**config.mk**
```make
export PLATFORM = sky130hd
export DESIGN_NAME = mdio_frame_master
export DESIGN_NICKNAME = d
export VERILOG_FILES = /design/src/rtl/mdio_pkg.sv /design/src/rtl/mdio_mdc_gen.sv /design/src/rtl/mdio_frame_shifter.sv /design/src/rtl/mdio_sequencer.sv /design/src/rtl/mdio_frame_master.sv
export SDC_FILE = /design/constraint.sdc
export NUM_CORES = 1
export LEC_CHECK = 0
export BUFFER_PORTS_ARGS = -buffer_cell sky130_fd_sc_hd__buf_2
export CORE_UTILIZATION = 50
export DETAILED_ROUTE_END_ITERATION = 16
export PLACE_DENSITY = 0.7
export SLEW_MARGIN = 40
export SYNTH_ARGS = -nofsm -noshare
export SYNTH_HDL_FRONTEND = slang
export SYNTH_SLANG_ARGS = --single-unit
```
**constraint.sdc**
```tcl
create_clock -name clk -period 3 [get_ports clk]
set_clock_uncertainty 0.2 [all_clocks]
set_input_delay 0.6 -clock clk [delete_from_list [all_inputs] [get_ports clk]]
set_output_delay 0.6 -clock clk [all_outputs]
set_load 0.005 [all_outputs]
```
**src/rtl/mdio_pkg.sv**
```systemverilog
`timescale 1ns/1ps
package mdio_pkg;

    localparam int FRAME_BITS = 32;
    localparam int DIV_W      = 7;
    localparam int TA_POS     = 14;
    localparam int DATA_POS   = 16;

    localparam int CTRL_OFS   = 0;
    localparam int DATA_OFS   = 1;

    localparam int CTL_PRE    = 7;
    localparam int CTL_DONE   = 8;

    localparam int CMD_START  = 30;
    localparam int CMD_RD     = 29;
    localparam int CMD_TA     = 17;

    localparam logic [4:0] SEL_REG = 5'h1F;

    typedef enum logic [1:0] {
        SQ_IDLE   = 2'd0,
        SQ_SELECT = 2'd1,
        SQ_ACCESS = 2'd2
    } seq_state_e;

    typedef struct packed {
        logic [FRAME_BITS-1:0] bits;
        logic                  rd;
    } mdio_frame_t;

    typedef struct packed {
        logic             pre_en;
        logic [DIV_W-1:0] div;
    } mdio_ctrl_t;

    function automatic mdio_frame_t access_frame(input logic [31:0] c, input logic ext);
        mdio_frame_t f;
        logic [4:0]  dev;
        logic [4:0]  reg_a;
        logic        rd;
        rd = c[CMD_RD];
        if (ext) begin
            dev   = 5'd0;
            reg_a = c[22:18];
        end else begin
            dev   = c[26:22];
            reg_a = {1'b0, c[21:18]};
        end
        f.rd   = rd;
        f.bits = {2'b01, c[29:28], dev, reg_a, c[CMD_TA], 1'b0,
                  (rd ? 16'h0000 : c[15:0])};
        return f;
    endfunction

    function automatic mdio_frame_t select_frame(input logic [31:0] c);
        mdio_frame_t f;
        f.rd   = 1'b0;
        f.bits = {2'b01, 2'b01, 5'd0, SEL_REG, 2'b10, 7'd0, c[27:23], 4'd0};
        return f;
    endfunction

endpackage

```
**src/rtl/mdio_mdc_gen.sv**
```systemverilog
`timescale 1ns/1ps
module mdio_mdc_gen #(
    parameter int DW = 7
) (
    input  logic          clk,
    input  logic          rst,
    input  logic          en,
    input  logic [DW-1:0] div,
    output logic          mdc,
    output logic          tick_rise,
    output logic          tick_fall
);
    logic [DW-1:0] cnt_q;
    logic          mdc_q;
    logic          tick;

    assign tick      = en && (cnt_q == div);
    assign tick_rise = tick && !mdc_q;
    assign tick_fall = tick && mdc_q;
    assign mdc       = mdc_q;

    always_ff @(posedge clk) begin
        if (rst || !en) begin
            cnt_q <= '0;
            mdc_q <= 1'b0;
        end else if (cnt_q == div) begin
            cnt_q <= '0;
            mdc_q <= ~mdc_q;
        end else begin
            cnt_q <= cnt_q + 1'b1;
        end
    end

    // the clock parks low once the engine is disabled
    a_r2_mdc_idle_low: assert property (@(posedge clk) disable iff (rst)
        !en |=> !mdc);

endmodule

```
**src/rtl/mdio_frame_shifter.sv**
```systemverilog
`timescale 1ns/1ps
module mdio_frame_shifter
    import mdio_pkg::*;
#(
    parameter int PRE_LEN = 32
) (
    input  logic             clk,
    input  logic             rst,
    input  logic             start,
    input  mdio_frame_t      frame,
    input  logic             pre_en,
    input  logic [DIV_W-1:0] div,
    input  logic             mdio_i,
    output logic             busy,
    output logic             fin,
    output logic             mdc,
    output logic             mdio_o,
    output logic             mdio_oe,
    output logic [15:0]      rd_data
);
    localparam int IDX_W = $clog2(PRE_LEN + FRAME_BITS + 1);
    localparam int POS_W = $clog2(FRAME_BITS);

    logic             busy_q;
    logic [IDX_W-1:0] idx_q;
    logic [IDX_W-1:0] npre_q;
    mdio_frame_t      frm_q;
    logic [DIV_W-1:0] div_q;
    logic [15:0]      cap_q;

    logic             tick_rise;
    logic             tick_fall;
    logic [IDX_W-1:0] rel_idx;
    logic [IDX_W-1:0] last_idx;
    logic [POS_W-1:0] pos;
    logic             in_pre;
    logic             released;
    logic             cur_bit;

    mdio_mdc_gen #(.DW(DIV_W)) u_mdc (
        .clk       (clk),
        .rst       (rst),
        .en        (busy_q),
        .div       (div_q),
        .mdc       (mdc),
        .tick_rise (tick_rise),
        .tick_fall (tick_fall)
    );

    always_comb begin
        in_pre   = idx_q < npre_q;
        rel_idx  = idx_q - npre_q;
        last_idx = npre_q + IDX_W'(FRAME_BITS - 1);
        pos      = ~POS_W'(rel_idx);
        cur_bit  = in_pre ? 1'b1 : frm_q.bits[pos];
        released = frm_q.rd && !in_pre && (rel_idx >= IDX_W'(TA_POS));
    end

    assign busy    = busy_q;
    assign fin     = tick_fall && (idx_q == last_idx);
    assign mdio_o  = busy_q && cur_bit && !released;
    assign mdio_oe = busy_q && !released;
    assign rd_data = cap_q;

    always_ff @(posedge clk) begin
        if (rst) begin
            busy_q <= 1'b0;
            idx_q  <= '0;
            npre_q <= '0;
            frm_q  <= '0;
            div_q  <= '0;
            cap_q  <= '0;
        end else if (!busy_q) begin
            if (start) begin
                busy_q <= 1'b1;
                idx_q  <= '0;
                npre_q <= pre_en ? IDX_W'(PRE_LEN) : '0;
                frm_q  <= frame;
                div_q  <= div;
                cap_q  <= '0;
            end
        end else begin
            if (tick_rise && released && (rel_idx >= IDX_W'(DATA_POS))) begin
                cap_q <= {cap_q[14:0], mdio_i};
            end
            if (tick_fall) begin
                if (idx_q == last_idx) begin
                    busy_q <= 1'b0;
                end else begin
                    idx_q <= idx_q + 1'b1;
                end
            end
        end
    end

    // line and enable hold while the clock is high
    a_r9_hold_while_high: assert property (@(posedge clk) disable iff (rst)
        (mdc && $past(mdc)) |-> ($stable(mdio_o) && $stable(mdio_oe)));

    // the line is released only inside a read frame
    a_r5_release_read_only: assert property (@(posedge clk) disable iff (rst)
        (busy_q && !mdio_oe) |-> frm_q.rd);

endmodule

```
**src/rtl/mdio_sequencer.sv**
```systemverilog
`timescale 1ns/1ps
module mdio_sequencer
    import mdio_pkg::*;
#(
    parameter bit EXT_MODE = 1'b0
) (
    input  logic             clk,
    input  logic             rst,
    input  logic             go,
    input  logic [31:0]      cmd,
    input  logic             pre_en,
    input  logic [DIV_W-1:0] div,
    input  logic             sh_fin,
    output logic             sh_start,
    output mdio_frame_t      sh_frame,
    output logic             sh_pre_en,
    output logic [DIV_W-1:0] sh_div,
    output logic             busy,
    output logic             acc_fin,
    output logic             acc_rd
);
    seq_state_e       state_q;
    seq_state_e       first_state;
    logic [31:0]      cmd_q;
    logic             pre_q;
    logic [DIV_W-1:0] div_q;
    logic             start_q;

    generate
        if (EXT_MODE) begin : g_ext
            assign first_state = SQ_SELECT;
            always_comb begin
                sh_frame = (state_q == SQ_SELECT) ? select_frame(cmd_q)
                                                  : access_frame(cmd_q, 1'b1);
            end
        end else begin : g_leg
            assign first_state = SQ_ACCESS;
            always_comb begin
                sh_frame = access_frame(cmd_q, 1'b0);
            end
        end
    endgenerate

    assign sh_start  = start_q;
    assign sh_pre_en = pre_q;
    assign sh_div    = div_q;
    assign busy      = state_q != SQ_IDLE;
    assign acc_fin   = (state_q == SQ_ACCESS) && sh_fin;
    assign acc_rd    = cmd_q[CMD_RD];

    always_ff @(posedge clk) begin
        if (rst) begin
            state_q <= SQ_IDLE;
            cmd_q   <= '0;
            pre_q   <= 1'b0;
            div_q   <= '0;
            start_q <= 1'b0;
        end else begin
            start_q <= 1'b0;
            case (state_q)
                SQ_IDLE: begin
                    if (go) begin
                        state_q <= first_state;
                        cmd_q   <= cmd;
                        pre_q   <= pre_en;
                        div_q   <= div;
                        start_q <= 1'b1;
                    end
                end
                SQ_SELECT: begin
                    if (sh_fin) begin
                        state_q <= SQ_ACCESS;
                        start_q <= 1'b1;
                    end
                end
                SQ_ACCESS: begin
                    if (sh_fin) state_q <= SQ_IDLE;
                end
                default: state_q <= SQ_IDLE;
            endcase
        end
    end

    // the select frame is always followed by the access frame
    a_r8_access_after_select: assert property (@(posedge clk) disable iff (rst)
        (state_q == SQ_SELECT && sh_fin) |=> (state_q == SQ_ACCESS && sh_start));

endmodule

```
**src/rtl/mdio_frame_master.sv**
```systemverilog
`timescale 1ns/1ps
module mdio_frame_master
    import mdio_pkg::*;
#(
    parameter int ADDR_W   = 2,
    parameter int PRE_LEN  = 32,
    parameter bit EXT_MODE = 1'b0
) (
    input  logic              clk,
    input  logic              rst,
    input  logic              reg_wr,
    input  logic [ADDR_W-1:0] reg_addr,
    input  logic [31:0]       reg_wdata,
    output logic [31:0]       reg_rdata,
    output logic              mdc,
    output logic              mdio_o,
    output logic              mdio_oe,
    input  logic              mdio_i
);
    mdio_ctrl_t       ctrl_q;
    logic             done_q;
    logic [31:0]      data_q;

    logic             wr_ctrl;
    logic             wr_data;
    logic             go;
    logic             seq_busy;
    logic             seq_fin;
    logic             seq_rd;
    logic             sh_start;
    mdio_frame_t      sh_frame;
    logic             sh_pre_en;
    logic [DIV_W-1:0] sh_div;
    logic             sh_fin;
    logic             sh_busy;
    logic [15:0]      sh_rd_data;

    assign wr_ctrl = reg_wr && (reg_addr == ADDR_W'(CTRL_OFS));
    assign wr_data = reg_wr && (reg_addr == ADDR_W'(DATA_OFS));
    assign go      = wr_data && !seq_busy && reg_wdata[CMD_START];

    mdio_sequencer #(.EXT_MODE(EXT_MODE)) u_seq (
        .clk       (clk),
        .rst       (rst),
        .go        (go),
        .cmd       (reg_wdata),
        .pre_en    (ctrl_q.pre_en),
        .div       (ctrl_q.div),
        .sh_fin    (sh_fin),
        .sh_start  (sh_start),
        .sh_frame  (sh_frame),
        .sh_pre_en (sh_pre_en),
        .sh_div    (sh_div),
        .busy      (seq_busy),
        .acc_fin   (seq_fin),
        .acc_rd    (seq_rd)
    );

    mdio_frame_shifter #(.PRE_LEN(PRE_LEN)) u_shift (
        .clk     (clk),
        .rst     (rst),
        .start   (sh_start),
        .frame   (sh_frame),
        .pre_en  (sh_pre_en),
        .div     (sh_div),
        .mdio_i  (mdio_i),
        .busy    (sh_busy),
        .fin     (sh_fin),
        .mdc     (mdc),
        .mdio_o  (mdio_o),
        .mdio_oe (mdio_oe),
        .rd_data (sh_rd_data)
    );

    always_ff @(posedge clk) begin
        if (rst) begin
            ctrl_q <= '0;
            done_q <= 1'b0;
            data_q <= '0;
        end else begin
            if (wr_ctrl) begin
                ctrl_q.pre_en <= reg_wdata[CTL_PRE];
                ctrl_q.div    <= reg_wdata[DIV_W-1:0];
            end
            if (wr_data && !seq_busy) begin
                data_q <= reg_wdata;
            end
            if (go) begin
                done_q <= 1'b0;
            end else if (seq_fin) begin
                done_q <= 1'b1;
                if (seq_rd) data_q[15:0] <= sh_rd_data;
            end
        end
    end

    always_comb begin
        reg_rdata = '0;
        if (reg_addr == ADDR_W'(CTRL_OFS)) begin
            reg_rdata[CTL_DONE]  = done_q;
            reg_rdata[CTL_PRE]   = ctrl_q.pre_en;
            reg_rdata[DIV_W-1:0] = ctrl_q.div;
        end else if (reg_addr == ADDR_W'(DATA_OFS)) begin
            reg_rdata = data_q;
        end
    end

    // command writes during a transaction leave the stored word alone
    a_r7_busy_write_ignored: assert property (@(posedge clk) disable iff (rst)
        (seq_busy && wr_data && !seq_fin) |=> $stable(data_q));

    // completion rises only as the transaction winds down
    a_r6_done_at_end: assert property (@(posedge clk) disable iff (rst)
        $rose(done_q) |-> (!seq_busy && $past(seq_busy)));

    // completion drops only when a new transaction begins
    a_r6_done_clear_on_start: assert property (@(posedge clk) disable iff (rst)
        $fell(done_q) |-> $rose(seq_busy));

    // the shifter never runs outside a transaction
    a_r2_shift_inside_txn: assert property (@(posedge clk) disable iff (rst)
        sh_busy |-> seq_busy);

endmodule

```
Yosys cells after proc, flatten, opt, wreduce, memory -nomap -nowiden

Index checks and enable logic that the tools add are counted.
Widths: inputs -> output; s select.

Input bits: 38
Flip-flop bits (word level): 158

Reduce and logical (&&, ||, !) cells: 33
Bitwise operators: 3
$add $sub $neg: 4
Eq/ne operators: 11
$lt $le $gt $ge: 4
Multiplexer cells: 30

Operator list:

| operator            | count |
|---|---|
| $mux 16             | 8 |
| $mux 32             | 1 |
| $mux 7              | 4 |
| $mux 23             | 1 |
| $logic_and 1x1->1   | 16 |
| $add 7x1->7 const B | 2 |
| $eq 7x7->1          | 2 |
| $mux 9              | 1 |
| $mux 1              | 8 |
| $ne 2x2->1 const B  | 4 |
| $add 7x5->7 const B | 1 |
| $ge 7x4->1 const B  | 1 |
| $ge 7x5->1 const B  | 1 |
| $lt 7x7->1          | 1 |
| $sub 7x7->7         | 1 |
| $lt 5x6->1 const B  | 1 |
| $mux 2              | 3 |
| $mux 6              | 1 |
| $pmux 2 s3          | 1 |
| $reduce_and 2->1    | 3 |
| $reduce_and 3->1    | 2 |
| $bmux 1 s5          | 1 |
| $logic_not 1->1     | 5 |
| $not 5->5           | 1 |
| other kinds (9)     | 15 |

Depth between registers and ports, before layout

Word-level depth: 8
Depth in mapped cells: 9
Gate-level depth less buffers: 8

By module

From an unflattened synthesis, not the netlist that was laid out.

Cell total of the unflattened synthesis: 809
Area, all modules: 7,290.7 µm²

Modules (own cells, without submodules):

| module             | times used | cells each | seq. area each (µm²) | area an instance (µm²) |
|---|---|---|---|---|
| mdio_frame_shifter | 1          | 335        | 1,301.2              | 2,757.6 |
| mdio_sequencer     | 1          | 207        | 760.7                | 2,125.8 |
| mdio_frame_master  | 1          | 223        | 820.8                | 2,004.4 |
| mdio_mdc_gen       | 1          | 44         | 160.2                | 402.9 |

Worst setup path before layout

No wires, ideal clock.

Kind: register to output
From: reg u_shift.idx_q[1]
To: out mdio_o
Stages on the path, launching flop included: 8
Required time: 2.200 ns
Arrival time: 1.617 ns
Path slack: 0.583 ns
Cell sequence: dfxtp_1 -> clkbuf_1 -> clkbuf_1 -> nand2_1 -> o211ai_1 -> o21ai_0 -> a211o_1 -> a31oi_1

Word-level cells in the longest chain between the ends: 7
Elaborated cells between the ends (all ways): 13
Those cells by class: 1 x add/sub; 2 x order compare; 3 x mux; 1 x bitwise; 6 x reduce/logical

Ends and longest elaborated chain:

| item                         | RTL line                 | source |
|---|---|---|
| start: declaration           | mdio_frame_shifter.sv:25 | `logic [IDX_W-1:0] idx_q;` |
| start signal: assignment     | mdio_frame_shifter.sv:90 | `idx_q <= idx_q + 1'b1;` |
| $sub 7x7->7                  | mdio_frame_shifter.sv:52 | `rel_idx = idx_q - npre_q;` |
| $not 5->5                    | mdio_frame_shifter.sv:54 | `pos = ~POS_W'(rel_idx);` |
| $bmux 1 s5                   | mdio_frame_shifter.sv:55 | `cur_bit = in_pre ? 1'b1 : frm_q.bits[pos];` |
| $mux 1 (not written as such) | mdio_frame_shifter.sv:55 |  |
| $mux 1                       | mdio_frame_shifter.sv:55 |  |
| $logic_and 1x1->1            | mdio_frame_shifter.sv:61 | `assign mdio_o = busy_q && cur_bit && !released;` |
| $logic_and 1x1->1 (*)        | mdio_frame_shifter.sv:61 |  |
| end: declaration             | mdio_frame_master.sv:16  | `output logic mdio_o,` |

Every way passes the cells marked *; elsewhere a longest branch is shown, timed or not. The select of a mux whose other input is x is not followed.

Final worst setup path

From: reg u_shift.idx_q[0]
To: out mdio_o

Same word-level chain as after synthesis.

==> flow_results.org <==
** Drt
- Once detail routing completed, the nets flagged for antenna violations numbered 0.
- Average wire per standard cell :: 15.0 um
- First-pass iteration count of the detailed router :: 5
- Summing over every cut layer, the via total after detailed routing is 5,020.
- Final routed DRC violation total :: 0
- The detailed router finished its first iteration with 273 violations.
- Wires add up to 13,400 um.
- After detailed routing, the number of vias per cell comes to 5.60.

** Synthesis
- Area leader, netlist :: sky130_fd_sc_hd__dfxtp_1
- Summed over its instances, the top area cell type makes up 48.0% of the synthesized netlist area.
- After technology mapping, the gate count stands at 688.
- By count the netlist is led by 148 x sky130_fd_sc_hd__dfxtp_1, 116 x sky130_fd_sc_hd__nand2_1, 71 x sky130_fd_sc_hd__a21oi_1.
- Of the synthesized area, sequential elements account for 48.0%.
- Number of warnings reported in the yosys synthesis log :: 0
- For this run, asynchronously set or reset flops after synthesis account for 0%.
- Netlist area before placement :: 6170 sq um
- Number of storage elements in the synthesis netlist :: 148
- In this run, synthesis inferred 0 flip-flops with an integrated enable.
- Yosys cell types :: 52
- Avg Cell Area, Syn :: 8.97 sq um
- Most common cell in the netlist :: sky130_fd_sc_hd__dfxtp_1
- In the synthesized netlist the dominant register cell turns out to be sky130_fd_sc_hd__dfxtp_1.
- The number of nets handed over by synthesis was 731.
- Largest cells by area after synthesis :: sky130_fd_sc_hd__dfxtp_1 48%, sky130_fd_sc_hd__nand2_1 7.1%, sky130_fd_sc_hd__mux2i_1 5.8%

** Floorplan
- Initial Utilization :: 51.4%
- Die Wd :: 113 um
- Area inside the core boundary :: 12,000 sq um
- Measured along the y axis, the die boundary spans 113 um.
- The floorplan has 40 rows.
- In this run the count of I/O pins placed on the die edge is 73.
- The floorplan step defined a die boundary enclosing 12,800 sq um.

** Placement
- Cells after DPL :: 865
- Detailed placement ended at an HPWL of 9230 um.
- Number of input and output port buffers inserted :: 72
- Routability Congestion :: 0.880

** Run status
- The flow ran to the end, and the final reports show no timing, DRC or antenna violations.

** Clock tree
- Number of post-CTS setup repair buffers :: 0
- The clock drives 148 sinks.
- Counting along the longest clock path gives a buffer depth of 2.
- In this run, CTS created clock tree buffers numbering 17.
- Hold Buf Count CTS :: 0
- In this run the clock root is driven by a sky130_fd_sc_hd__clkbuf_16.
- Count of H-tree levels built during CTS :: 4
- CTS clk-pin slew, worst paths :: 60 ps
- CTS tree :: built
- Clock latency of the later-clocked register in the worst-skew pair :: 420 ps

** Timing
- Min Tclk post-route :: 2860 ps
- Worst Max-Slew Pin Slew :: 817 ps
- Endpoints failing setup :: 0
- Summed over all failing endpoints, the final setup total negative slack is 0 ps.
- The final count of pins violating max slew came to 0.
- Achievable clock frequency :: 349 MHz
- Setup repair after global routing missed its margin :: false
- Remaining max-slew budget at the tightest pin :: 45.6%
- After layout, the worst path uses 95.4% of the clock period.
- Final-report hold violation count :: 0

** GRT
- The number of antenna violations at the first check in global routing came to 0.
- The first global-routing pass estimated 22,800 um of wire.
- Global routing used 22.3% of the available tracks across all layers.
- The via count of the first global-routing pass came to 4,782.
- Summed over all layers, the global routing overflow is 0.
- Entering global routing, the biggest net connects 78 pins.

** Pwr
- Worst vdd rail ir drop :: 439 uV
- Net switching is 22.0% of the power.
- Part of the total power dissipated in sequential elements :: 47.5%
- Clk pwr share :: 48.4%
- Total net switching power :: 0.932 mW
- Logic pwr share :: 4.1%
- For this design the static power due to leakage is 2.85 nW.
- The internal power of the cells totals 3.31 mW.
- Power density over the cells :: 586 nW/um^2

** Finish
- The count of cells in the finished layout, fillers not included, comes to 897.
- Ant diodes :: 0
- Cells fill 60.3% of the core in the end.
- In the final design database the tool counted 780 nets.
- The area growth from synthesis to layout is 17.3%.
- Ratio of cells with drive above 1 in the final layout :: 18.5%
- After filler insertion, the fill cell instance count of the layout stands at 1,070.

** Critical path
- CP Data Arrival Time :: 2060 ps
- The critical path is of the reg -> out type.
- Kind of end point of the critical path :: primary output
- For the worst setup path, the data required time is 2200 ps.
- Worst Setup Start Kind :: register
- Along the worst path, the maximum fanout reaches 12.

** Min path
- In this run the worst hold path is classified as in -> reg.

** Flow run
- The tool flagged a number of max-cap violations equal to 0.
==> cells in the final DEF, fill, tap and decap left out, drive strengths merged, types with 19 or more instances in the layout <==
cell,n
dfxtp,148
nand2,116
buf,87
a21oi,71
nor2,50
mux2i,36
a22o,36
nand3b,34
and2,25
clkbuf,19
==> power by group through the flow <==
stage	Sequential, mW	Clock [mW]	Combinational (mW)
3_3_place_gp	2.05	0	0.169
3_5_place_dp	2.06	0	0.173
4_1_cts	2.01	2.08	0.174
5_1_grt	2.02	2.16	0.190
6_report	2.01	2.05	0.173
2_1_floorplan	2.05	0	0.106
==> metrics by stage <==
| step | worst slack [ps] | power (mW) | hold WS [ps] | cell area [sq um] |
|---|---|---|---|---|
| final | 137 | 4.24 | 210 | 7240 |
| after global routing | 8.08 | 4.37 | 210 | 7240 |
| after CTS | 38.5 | 4.27 | 201 | 7240 |
| after detailed placement | 398 | 2.23 | 245 | 6660 |
| after global placement | 461 | 2.22 | 237 | 6660 |
| after floorplan | 583 | 2.15 | 228 | 6170 |
==> final timing paths <==
kind	startpoint	end	cells past startpoint	slack [ps]
setup / recovery	u_shift.idx_q[0]	mdio_o	7	140
hold / removal	reg_wdata[18]	u_seq.cmd_q[18]	2	210
setup reg to reg	u_shift.idx_q[4]	data_q[12]	5	500
hold reg to reg	data_q[30]	data_q[30]	2	250
==> cells by family after synthesis <==
logic type / Yosys count / share of synthesized area (%)
AOI/OAI and AO/OA: 145 / 15.5
xor gates and xnor gates: 15 / 2.13
adders and majority gates: 5 / 1.01
buffers and inverters: 64 / 4.01
DFF: 148 / 48.0
muxes: 43 / 7.85
and+or+nand+nor: 268 / 21.5
==> per-layer routing <==
| metal | share of wire (%) | global-route usage [%] | vias up | wire (um) |
|---|---|---|---|---|
| li1 | - | - | 2500 | - |
| met2 | 47 | 35.7 | 132 | 6260 |
| met1 | 48 | 29.0 | 2374 | 6410 |
| met5 | 0 | 0 | - | 0 |
| met4 | 1.3 | 9.39 | 0 | 173 |
| met3 | 4.5 | 5.30 | 14 | 606 |
==> flip-flops by register name, summed over array words and instances (netlist names) <==
register             count
data_q                  32
u_shift.frm_q           29
u_seq.cmd_q             28
u_shift.rd_data         16
ctrl_q                   8
u_seq.sh_div             7
u_shift.div_q            7
u_shift.idx_q            7
u_shift.u_mdc.cnt_q      7
done_q                   1
u_seq.sh_pre_en          1
u_seq.sh_start           1
u_seq.state_q            1
u_shift.busy             1
u_shift.npre_q           1
u_shift.u_mdc.mdc        1
==> critical path: stages (launching register included) <==
cell and delay (ps):
sky130_fd_sc_hd__dfxtp_2 470, sky130_fd_sc_hd__inv_1 150, sky130_fd_sc_hd__ha_1 220, sky130_fd_sc_hd__o211a_1 210, sky130_fd_sc_hd__o21ai_0 180, sky130_fd_sc_hd__nand2_1 120
sky130_fd_sc_hd__a31oi_1 160, sky130_fd_sc_hd__buf_2 140
==> layout make-up <==
class,instances,area [sq um],area share [%]
Inverter,7,26.3,0.363
Timing Repair Buffer,87,488,6.74
Clock buffer,19,443,6.12
Sequential cell,148,2970,41.0
Multi-Input combinational cell,476,3000,41.4
Clock inverter,13,134,1.85
Tap cell,147,184,2.54
==> what timing repair did <==
action,4_1_cts,5_1_grt
endpoints found under the hold margin,0,0
gates resized for setup,1,1
endpoints found under the setup margin,1,1
No activity file was read; power rests on OpenSTA's default activity.
